**src/rtl/rxfmt_pkg.sv**
```systemverilog
package rxfmt_pkg;

    // Active format held by the configuration stage.
    typedef struct packed {
        logic [3:0] shift;   // arithmetic right shift amount
        logic       narrow;  // 1: half-width samples, 0: full-width samples
        logic       want_q;  // 1: deliver both parts, 0: in-phase only
        logic       bypass;  // filter bypass request
    } fmt_cfg_t;

    localparam int          CFG_W     = 32;
    localparam logic [31:0] FMT_RESET = 32'h0000_0300;

    // Field positions inside the control word.
    localparam int SHIFT_LSB = 0;
    localparam int SHIFT_W   = 4;
    localparam int WIDTH_LSB = 4;
    localparam int WIDTH_W   = 5;
    localparam int QSEL_BIT  = 9;
    localparam int BYP_BIT   = 10;
    localparam int RSVD_LSB  = 11;

endpackage

```
**src/rtl/rxfmt_cfg.sv**
```systemverilog
module rxfmt_cfg
    import rxfmt_pkg::*;
#(
    parameter int SAMPLE_W  = 16,
    parameter bit EXT_MODES = 1'b1
) (
    input  logic              clk,
    input  logic              rst_n,
    input  logic              wr_en,
    input  logic [CFG_W-1:0]  wr_data,
    output fmt_cfg_t          cfg_o,
    output logic              take_o,
    output logic              reject_o,
    output logic              bypass_o
);

    localparam int NARROW_W   = SAMPLE_W / 2;
    localparam int NARROW_SHR = SAMPLE_W - NARROW_W;

    typedef struct packed {
        fmt_cfg_t cfg;
        logic     reject;
    } cfg_state_t;

    cfg_state_t state_d, state_q;

    logic [SHIFT_W-1:0] f_shift;
    logic [WIDTH_W-1:0] f_width;
    logic               f_q;
    logic               f_b;
    logic               rsvd_clear;
    logic               pair_ok;
    logic               mode_ok;
    logic               legal;
    fmt_cfg_t           reset_cfg;
    fmt_cfg_t           new_cfg;

    always_comb begin
        f_shift    = wr_data[SHIFT_LSB +: SHIFT_W];
        f_width    = wr_data[WIDTH_LSB +: WIDTH_W];
        f_q        = wr_data[QSEL_BIT];
        f_b        = wr_data[BYP_BIT];
        rsvd_clear = (wr_data[CFG_W-1:RSVD_LSB] == '0);
        pair_ok    = ((f_width == WIDTH_W'(SAMPLE_W)) && (f_shift == '0)) ||
                     ((f_width == WIDTH_W'(NARROW_W)) && (f_shift == SHIFT_W'(NARROW_SHR)));
    end

    generate
        if (EXT_MODES) begin : g_ext
            assign mode_ok = 1'b1;
        end else begin : g_strict
            assign mode_ok = f_q && !f_b;
        end
    endgenerate

    always_comb begin
        legal = rsvd_clear && pair_ok && mode_ok;

        new_cfg.shift  = f_shift;
        new_cfg.narrow = (f_width == WIDTH_W'(NARROW_W));
        new_cfg.want_q = f_q;
        new_cfg.bypass = f_b;

        reset_cfg.shift  = FMT_RESET[SHIFT_LSB +: SHIFT_W];
        reset_cfg.narrow = (FMT_RESET[WIDTH_LSB +: WIDTH_W] == WIDTH_W'(NARROW_W));
        reset_cfg.want_q = FMT_RESET[QSEL_BIT];
        reset_cfg.bypass = FMT_RESET[BYP_BIT];

        state_d        = state_q;
        state_d.reject = wr_en && !legal;
        if (wr_en && legal) begin
            state_d.cfg = new_cfg;
        end
    end

    always_ff @(posedge clk) begin
        if (!rst_n) begin
            state_q.cfg    <= reset_cfg;
            state_q.reject <= 1'b0;
        end else begin
            state_q <= state_d;
        end
    end

    assign cfg_o    = state_q.cfg;
    assign take_o   = wr_en && legal;
    assign reject_o = state_q.reject;
    assign bypass_o = state_q.cfg.bypass;

    // a write touching reserved bits is always refused
    assert_rsvd_refused_R3: assert property (@(posedge clk) disable iff (!rst_n)
        (wr_en && (wr_data[CFG_W-1:RSVD_LSB] != '0)) |=> reject_o);

    // a refusal leaves the active format unchanged
    assert_refusal_keeps_R3: assert property (@(posedge clk) disable iff (!rst_n)
        reject_o |-> $stable(cfg_o));

    // the bypass output moves only after a write
    assert_bypass_after_write_R4: assert property (@(posedge clk) disable iff (!rst_n)
        !$stable(bypass_o) |-> $past(wr_en));

endmodule

```
**src/rtl/rxfmt_shaper.sv**
```systemverilog
module rxfmt_shaper
    import rxfmt_pkg::*;
#(
    parameter int SAMPLE_W = 16,
    parameter int LANES    = 2
) (
    input  logic [LANES*SAMPLE_W-1:0] lanes_i,
    input  logic [SHIFT_W-1:0]        shift_i,
    output logic [LANES*SAMPLE_W-1:0] lanes_o
);

    genvar g;
    generate
        for (g = 0; g < LANES; g++) begin : g_lane
            logic signed [SAMPLE_W-1:0] raw;
            logic signed [SAMPLE_W-1:0] shifted;
            always_comb begin
                raw     = lanes_i[g*SAMPLE_W +: SAMPLE_W];
                shifted = raw >>> shift_i;
            end
            assign lanes_o[g*SAMPLE_W +: SAMPLE_W] = shifted;
        end
    endgenerate

endmodule

```
**src/rtl/rxfmt_packer.sv**
```systemverilog
module rxfmt_packer
    import rxfmt_pkg::*;
#(
    parameter int SAMPLE_W = 16
) (
    input  logic                clk,
    input  logic                rst_n,
    input  fmt_cfg_t            cfg_i,
    input  logic                flush_i,
    input  logic                in_valid,
    output logic                in_ready,
    input  logic [SAMPLE_W-1:0] i_sh,
    input  logic [SAMPLE_W-1:0] q_sh,
    output logic                out_valid,
    input  logic                out_ready,
    output logic [SAMPLE_W-1:0] out_data
);

    localparam int NARROW_W = SAMPLE_W / 2;

    typedef struct packed {
        logic                out_valid;
        logic [SAMPLE_W-1:0] out_data;
        logic                pend_valid;
        logic [SAMPLE_W-1:0] pend_data;
        logic                half_valid;
        logic [NARROW_W-1:0] half_byte;
    } pack_state_t;

    pack_state_t state_d, state_q;

    logic                slot_free;
    logic                in_fire;
    logic [NARROW_W-1:0] i_b;
    logic [NARROW_W-1:0] q_b;

    always_comb begin
        slot_free = !state_q.out_valid || out_ready;
        in_ready  = slot_free && !state_q.pend_valid;
        in_fire   = in_valid && in_ready;
        i_b       = i_sh[NARROW_W-1:0];
        q_b       = q_sh[NARROW_W-1:0];

        state_d = state_q;
        if (state_q.out_valid && out_ready) begin
            state_d.out_valid = 1'b0;
        end

        if (state_q.pend_valid && slot_free) begin
            state_d.out_valid  = 1'b1;
            state_d.out_data   = state_q.pend_data;
            state_d.pend_valid = 1'b0;
        end else if (in_fire) begin
            unique case ({cfg_i.narrow, cfg_i.want_q})
                2'b01: begin
                    state_d.out_valid  = 1'b1;
                    state_d.out_data   = i_sh;
                    state_d.pend_valid = 1'b1;
                    state_d.pend_data  = q_sh;
                end
                2'b00: begin
                    state_d.out_valid = 1'b1;
                    state_d.out_data  = i_sh;
                end
                2'b11: begin
                    state_d.out_valid = 1'b1;
                    state_d.out_data  = {q_b, i_b};
                end
                default: begin
                    if (state_q.half_valid) begin
                        state_d.out_valid  = 1'b1;
                        state_d.out_data   = {i_b, state_q.half_byte};
                        state_d.half_valid = 1'b0;
                    end else begin
                        state_d.half_byte  = i_b;
                        state_d.half_valid = 1'b1;
                    end
                end
            endcase
        end

        if (flush_i) begin
            state_d.half_valid = 1'b0;
        end
    end

    always_ff @(posedge clk) begin
        if (!rst_n) begin
            state_q <= '0;
        end else begin
            state_q <= state_d;
        end
    end

    assign out_valid = state_q.out_valid;
    assign out_data  = state_q.out_data;

    // a stalled word stays valid and unchanged
    assert_stall_hold_R9: assert property (@(posedge clk) disable iff (!rst_n)
        (out_valid && !out_ready) |=> (out_valid && $stable(out_data)));

    // no new sample is taken while a second word is owed
    assert_owed_blocks_input_R9: assert property (@(posedge clk) disable iff (!rst_n)
        state_q.pend_valid |-> !in_ready);

    // the owed quadrature word follows at once when the transport is ready
    assert_q_follows_R5: assert property (@(posedge clk) disable iff (!rst_n)
        (state_q.pend_valid && out_valid && out_ready) |=> out_valid);

endmodule

```
**src/rtl/rxfmt_top.sv**
```systemverilog
module rxfmt_top
    import rxfmt_pkg::*;
#(
    parameter int SAMPLE_W  = 16,
    parameter bit EXT_MODES = 1'b1
) (
    input  logic                clk,
    input  logic                rst_n,
    input  logic                cfg_wr_en,
    input  logic [31:0]         cfg_wr_data,
    output logic                cfg_reject,
    output logic                hb_bypass,
    input  logic                in_valid,
    output logic                in_ready,
    input  logic [SAMPLE_W-1:0] in_i,
    input  logic [SAMPLE_W-1:0] in_q,
    output logic                out_valid,
    input  logic                out_ready,
    output logic [SAMPLE_W-1:0] out_data
);

    localparam int LANES = 2;

    fmt_cfg_t                  cfg;
    logic                      cfg_take;
    logic [LANES*SAMPLE_W-1:0] raw_lanes;
    logic [LANES*SAMPLE_W-1:0] sh_lanes;

    rxfmt_cfg #(
        .SAMPLE_W (SAMPLE_W),
        .EXT_MODES(EXT_MODES)
    ) u_cfg (
        .clk     (clk),
        .rst_n   (rst_n),
        .wr_en   (cfg_wr_en),
        .wr_data (cfg_wr_data),
        .cfg_o   (cfg),
        .take_o  (cfg_take),
        .reject_o(cfg_reject),
        .bypass_o(hb_bypass)
    );

    assign raw_lanes = {in_q, in_i};

    rxfmt_shaper #(
        .SAMPLE_W(SAMPLE_W),
        .LANES   (LANES)
    ) u_shaper (
        .lanes_i(raw_lanes),
        .shift_i(cfg.shift),
        .lanes_o(sh_lanes)
    );

    rxfmt_packer #(
        .SAMPLE_W(SAMPLE_W)
    ) u_packer (
        .clk      (clk),
        .rst_n    (rst_n),
        .cfg_i    (cfg),
        .flush_i  (cfg_take),
        .in_valid (in_valid),
        .in_ready (in_ready),
        .i_sh     (sh_lanes[0 +: SAMPLE_W]),
        .q_sh     (sh_lanes[SAMPLE_W +: SAMPLE_W]),
        .out_valid(out_valid),
        .out_ready(out_ready),
        .out_data (out_data)
    );

endmodule

```
**config.mk**
```make
export PLATFORM = sky130hd
export DESIGN_NAME = rxfmt_top
export DESIGN_NICKNAME = d
export VERILOG_FILES = /design/src/rtl/rxfmt_pkg.sv /design/src/rtl/rxfmt_cfg.sv /design/src/rtl/rxfmt_shaper.sv /design/src/rtl/rxfmt_packer.sv /design/src/rtl/rxfmt_top.sv
export SDC_FILE = /design/constraint.sdc
export NUM_CORES = 1
export LEC_CHECK = 0
export BUFFER_PORTS_ARGS = -buffer_cell sky130_fd_sc_hd__buf_4
export CORE_MARGIN = 5
export CORE_UTILIZATION = 45
export CTS_CLUSTER_DIAMETER = 80
export CTS_CLUSTER_SIZE = 16
export DETAILED_ROUTE_END_ITERATION = 10
export GPL_TIMING_DRIVEN = 0
export PLACE_DENSITY = 0.68
export SETUP_SLACK_MARGIN = 0.15
export SYNTH_ARGS = -nofsm -noshare
export SYNTH_HDL_FRONTEND = slang
export SYNTH_HIERARCHICAL = 1
export SYNTH_SLANG_ARGS = --single-unit
```
**constraint.sdc**
```tcl
create_clock -name clk -period 3 [get_ports clk]
set_input_delay 0.6 -clock clk [delete_from_list [all_inputs] [get_ports clk]]
set_output_delay 0.6 -clock clk [all_outputs]
set_load 0.03 [all_outputs]
```
==> impl_metrics.tcl, run 1 <==
set metrics [dict create \
    clk_path_buf_depth 2 \
    max_stage_delay_ns 0.59 \
    hold_end "u_packer/state_q[3]$_SDFFE_PN0P_" \
    antenna_cells 0 \
    crit_type "flop to flop" \
    syn_area_sq_um 4350 \
    rsz0062_at_grt "no" \
    clkTransAtPathRegs_ns 0.10 \
    r2r_end "u_packer/out_data[11]$_SDFFE_PN0P_" \
    post_cts_buffers 0 \
    setup_tns_ns 0 \
    worstHoldStart "u_packer/state_q[3]$_SDFFE_PN0P_" \
    worstPathRequired_ns 3.26 \
    grt_antenna_before_repair 0 \
    syn_nets 583 \
    numCtsBuffers 5 \
    critPathLaunchType "flop" \
    io_buffers 87 \
    nNetsFinal 677 \
    drc 0 \
    worst_path_max_delay_cell "a221oi_1" \
    first_global_vias 4269 \
    grt_max_degree 16 \
    via_per_inst 6.04 \
    clk_latency_ns 0.31 \
    finalWeightedCongestion 0.961 \
    drt-total-wl_um 13900 \
    ant_nets 0 \
    cap_violations 0 \
    cts_root_buf "clkbuf_8" \
    p_leak_nw 2.10 \
    die-area_sq_um 11700 \
    cts_tree "yes" \
    setup_viol 0 \
    gr-total-overflow 0 \
    end_kind "flop" \
    fillers 900 \
    start_util_pct 46.6 \
    critPathMaxFanout 10 \
    finalCriticalPeriod_ns 2.68 \
    skew_ns 0.0122 \
    num_vias 4458 \
    drive_above_1_share_pct 30.0 \
    cts-resized-gates 0 \
    r2r-start "u_cfg/cfg_o[3]$_SDFFE_PN0P_" \
    outcome "completed" \
    area_growth_pct 20.7 \
    hp-class "flop to flop" \
    ys_warn_count 6 \
    die_w_um 108 \
    min_period_over_period_pct 89.5 \
    htree_levels 2 \
    slew_viol_final 0 \
    hold_buffers 0 \
    arrival_ns 2.95 \
    holdPathStages 2 \
    ff2ff_path_depth 9 \
    power.density_nw_per_um2 294 \
    routedWlPerCell_um 18.9 \
    syn_avg_cell_area_sq_um 8.46 \
    vdd_ir_drop_max_v 0.000215 \
    crit_chain "buf_2, buf_4, buf_4, buf_2, o21ai_0, a221oi_1, nand3b_1, a31oi_1, a221o_1" \
    drtIter0Drc 370 \
    track_usage_pct 24.1 \
    worst_pin_slew_ns 0.654 \
    detailed_place_hpwl_um 11000 \
    ios 89 \
    fmax_ghz 0.373 \
    die_h_um 108 \
    rows 35 \
    reg2reg_slack_ns 0.32 \
    relSlewSlack_pct 56.1 \
    fin_hold_ws_ns 0.467 \
    synthCells 514 \
    dr.pass1.iters 4 \
    hold_violations 0 \
    cts.sinks 51 \
    core-area_sq_um 9330 \
    grt_pass1_wl_um 22500 \
]
==> area by class of cell <==
type | instances | area [sq um] | share of cell area (%)
tap | 129 | 161 | 3.08
clock inverter | 2 | 12.5 | 0.238
multi-input combinational | 381 | 2880 | 54.8
timing repair buffer | 87 | 653 | 12.4
buffer | 67 | 394 | 7.51
clock buffer | 6 | 72.6 | 1.38
inverter | 15 | 56.3 | 1.07
sequential | 51 | 1020 | 19.5
==> how the worst max path moves through the flow <==
| stage | end | start | slack [ns] | cells past startpoint |
|---|---|---|---|---|
| floorplan | u_packer/out_data[9]$_SDFFE_PN0P_ | in_i[6] | 0.78 | 7 |
| global placement | u_packer/out_data[11]$_SDFFE_PN0P_ | u_cfg/cfg_o[3]$_SDFFE_PN0P_ | 0.44 | 9 |
| detailed placement | u_packer/out_data[11]$_SDFFE_PN0P_ | u_cfg/cfg_o[3]$_SDFFE_PN0P_ | 0.43 | 9 |
| CTS | u_packer/out_data[11]$_SDFFE_PN0P_ | u_cfg/cfg_o[3]$_SDFFE_PN0P_ | 0.42 | 9 |
| global route | u_packer/out_data[11]$_SDFFE_PN0P_ | u_cfg/cfg_o[3]$_SDFFE_PN0P_ | 0.20 | 9 |
| finish | u_packer/out_data[11]$_SDFFE_PN0P_ | u_cfg/cfg_o[3]$_SDFFE_PN0P_ | 0.32 | 9 |
==> stage by stage <==
step / util, % / cell area [sq um] / total power [mW] / std cells / worst slack (ns)
after floorplan: - / 4350 / 0.978 / 514 / 0.780
after global placement: 55.3 / 5160 / 1.14 / 730 / 0.439
after detailed placement: 55.3 / 5160 / 1.15 / 730 / 0.425
after CTS: 56.2 / 5250 / 1.55 / 738 / 0.421
after global routing: 56.2 / 5250 / 1.62 / 738 / 0.198
final: 56.2 / 5250 / 1.54 / 738 / 0.316
==> state kept, by name, indices dropped and copies added (netlist names) <==
| signal | flops |
|---|---|
| u_packer/out_valid | 1 |
| u_cfg/bypass_o | 1 |
| u_cfg/cfg_o | 6 |
| u_packer/state_q | 26 |
| u_packer/out_data | 16 |
| u_cfg/reject_o | 1 |
==> placed cells by master, fill, tap and decap left out, drive strengths merged, types with 2 or more instances in the layout <==
cell,n
nand3,13
and3,8
and3b,4
o221ai,9
inv,14
or3,2
nand2,56
mux2i,60
nand3b,8
nand4,17
mux2,12
clkbuf,20
o31ai,17
a22oi,2
a21oi,38
a31oi,10
o2111ai,2
o31a,2
a221o,9
clkinv,2
dfxtp,51
a22o,3
nor2b,5
a221oi,4
mux4,13
o21ai,12
nor3,4
nor2,22
o22ai,7
o211ai,7
and4b,8
buf,140
nand2b,9
nor4,7
==> power breakdown <==
group,total [mW],switching (mW),internal (mW)
registers,0.729,0.0198,0.709
logic,0.409,0.215,0.195
clock network,0.404,0.240,0.164
==> worst max-delay path, delay by kind of cell (launching register included) <==
family | cells | cell delay (ns)
simple gates | 1 | 0.15
flops | 1 | 0.34
buf+inv | 4 | 1.00
compound gates | 4 | 1.14
==> metal layers <==
layer	GRT usage (%)	share of wire, %	vias up
met3	4.36	9.0	18
met5	0	0	-
li1	-	-	2118
met2	38.4	46	202
met4	4.69	1.4	0
met1	34.3	44	2120
Power figures use the tool's default switching activity.
==> run 2: changes to the inputs <==
--- a/config.mk
+++ b/config.mk
@@ -7,12 +7,12 @@
 export LEC_CHECK = 0
 export BUFFER_PORTS_ARGS = -buffer_cell sky130_fd_sc_hd__buf_4
 export CORE_MARGIN = 5
-export CORE_UTILIZATION = 45
+export CORE_UTILIZATION = 40
 export CTS_CLUSTER_DIAMETER = 80
 export CTS_CLUSTER_SIZE = 16
 export DETAILED_ROUTE_END_ITERATION = 10
 export GPL_TIMING_DRIVEN = 0
-export PLACE_DENSITY = 0.68
+export PLACE_DENSITY = 0.61
 export SETUP_SLACK_MARGIN = 0.15
 export SYNTH_ARGS = -nofsm -noshare
 export SYNTH_HDL_FRONTEND = slang
==> run 2 against run 1 <==
Global-route usage fell by 2.1 points. Combinational power barely moved. Maximum frequency rose by 2.1%. Largest cell class unchanged. First-iteration DRC count fell by 16%. Critical endpoint is now u_packer/out_data[8]$_SDFFE_PN0P_. Register-to-register slack improved by 0.06 ns. Clock power rose by 19%. Wire length rose by 1.3%.
==> impl_metrics.tcl, run 2 (synthesized netlist as in run 1, its figures left out) <==
set metrics [dict create \
    clk_latency_ns 0.31 \
    routedWlPerCell_um 18.8 \
    clockPowerShare_pct 29.7 \
    slew_viol_final 0 \
    post_cts_buffers 0 \
    vdd_ir_drop_max_v 0.000231 \
    hp-class "flop to flop" \
    cts_tree "yes" \
    grt_use_met3_pct 3.59 \
    rows 38 \
    die-area_sq_um 13100 \
    num_vias 4450 \
    grt.busiest_layer "met2" \
    critPathMaxFanout 10 \
    skew_ns 0.00503 \
    grt_use_met2_pct 35.7 \
    clk_path_buf_depth 2 \
    die_h_um 114 \
    drt-total-wl_um 14100 \
    cp_top_family "compound AO/OA/AOI/OAI gates" \
    fmax_ghz 0.380 \
    dr.pass1.iters 5 \
    gr-total-overflow 0 \
    io_buffers 87 \
    die_w_um 114 \
    drc 0 \
    track_usage_pct 22.0 \
    dp_cells 741 \
    layout_commonest_cell "buf_4" \
    end_kind "flop" \
    first_global_vias 4415 \
    drive_above_1_share_pct 30.3 \
    grt.met1_usage_pct 30.4 \
    path_common_cell "buf_4" \
    ant_nets 0 \
    drtIter0Drc 309 \
    cts_root_buf "clkbuf_8" \
    arrival_ns 2.83 \
    p_leak_nw 2.12 \
    cts.sinks 51 \
    start_util_pct 40.5 \
    grt_antenna_before_repair 0 \
    crit_type "flop to flop" \
    clkTransAtPathRegs_ns 0.09 \
    numCtsBuffers 5 \
    largest_reg_flops 26 \
    core-area_sq_um 10700 \
    intPower_mw 1.15 \
    setup_viol 0 \
    htree_levels 2 \
    critPathLaunchType "flop" \
    hold_violations 0 \
    nNetsFinal 677 \
    rsz0062_at_grt "no" \
    path_buf_inv 3 \
    ios 89 \
    finalCriticalPeriod_ns 2.63 \
    finalNonFillerCells 748 \
    worst_pin_slew_ns 0.663 \
    outcome "completed" \
    total_power_mw 1.62 \
    layout_common_cells "buf_4, mux2i_1, nand2_1, dfxtp_1, a21oi_1" \
    cap_violations 0 \
    power.share.sequential_pct 45.0 \
    final_core_util_pct 49.2 \
    area_growth_pct 21.6 \
    regMostFlops "u_packer/state_q" \
    grt_pass1_wl_um 22900 \
    worst_path_max_delay_cell "dfxtp_1" \
    fin_hold_ws_ns 0.465 \
    power.density_nw_per_um2 306 \
    hold_buffers 0 \
    grt_max_degree 16 \
    min_period_over_period_pct 87.6 \
    worstPathRequired_ns 3.21 \
    detailed_place_hpwl_um 11200 \
    crit_chain "buf_6, buf_4, buf_4, mux4_2, a22oi_1, o211ai_1, nand3b_1, a31oi_1, a221o_1" \
    finalWeightedCongestion 0.922 \
    setup_tns_ns 0 \
    max_stage_delay_ns 0.35 \
    relSlewSlack_pct 55.6 \
    via_per_inst 5.95 \
    netSwitchingFraction_pct 29.1 \
    power_switching_uw 471 \
    power_frac_comb_pct 25.3 \
    antenna_cells 0 \
]
## run 2: cell count changes in the layout (fill, tap and decap cells not counted)
cell,change
bufinv_16,+1
clkbuf_1,-1
clkinv_2,-1
a221oi_1,-1
a221oi_2,+1
## run 2: final timing paths
check	from	to	slack, ns	cells past startpoint
worst min register to register	u_cfg/bypass_o$_SDFFE_PN0P_	u_cfg/bypass_o$_SDFFE_PN0P_	0.47	2
worst min-delay path	u_cfg/bypass_o$_SDFFE_PN0P_	u_cfg/bypass_o$_SDFFE_PN0P_	0.47	2
worst max-delay path	u_cfg/cfg_o[4]$_SDFFE_PN0P_	u_packer/out_data[8]$_SDFFE_PN0P_	0.37	9
worst max register to register	u_cfg/cfg_o[4]$_SDFFE_PN0P_	u_packer/out_data[8]$_SDFFE_PN0P_	0.37	9
## run 2: final cells by class
| class | count | area, sq um |
|---|---|---|
| buffer | 67 | 394 |
| clock buffer | 5 | 68.8 |
| clock inverter | 2 | 37.5 |
| fill | 1090 | 5460 |
| inverter | 15 | 56.3 |
| multi-input combinational | 381 | 2880 |
| sequential | 51 | 1020 |
| tap | 140 | 175 |
| timing repair buffer | 87 | 653 |
## run 2: power groups by stage
stage,clock network (mW),registers [mW],logic [mW]
finish,0.481,0.728,0.410
global route,0.521,0.732,0.448
floorplan,0,0.741,0.237
CTS,0.498,0.728,0.410
detailed placement,0,0.744,0.408
global placement,0,0.743,0.404
## run 2: what timing repair did
| item | 4_1_cts | 5_1_grt |
|---|---|---|
| setup endpoints to repair | 0 | 1 |
| endpoints found under the hold margin | 0 | 0 |
| resized for setup | 0 | 1 |
## run 2: metal layers
metal	routed length, um	part of all wire, %
met5	0	0
met4	266	1.9
met3	983	7.0
met2	6620	47
met1	6220	44
## run 2: worst register-to-register path: cells and delay by family, from the launching register on
family / cells / cell delay, ns
buf+inv: 3 / 0.68
flops: 1 / 0.35
mux: 1 / 0.32
compound gates: 4 / 0.99
simple gates: 1 / 0.18
## run 2: per-stage QoR
step	setup slack (ns)	instance area, sq um
3_3_place_gp	0.343	5170
5_1_grt	0.265	5290
3_5_place_dp	0.346	5170
4_1_cts	0.327	5280
2_1_floorplan	0.780	4350
6_report	0.372	5290
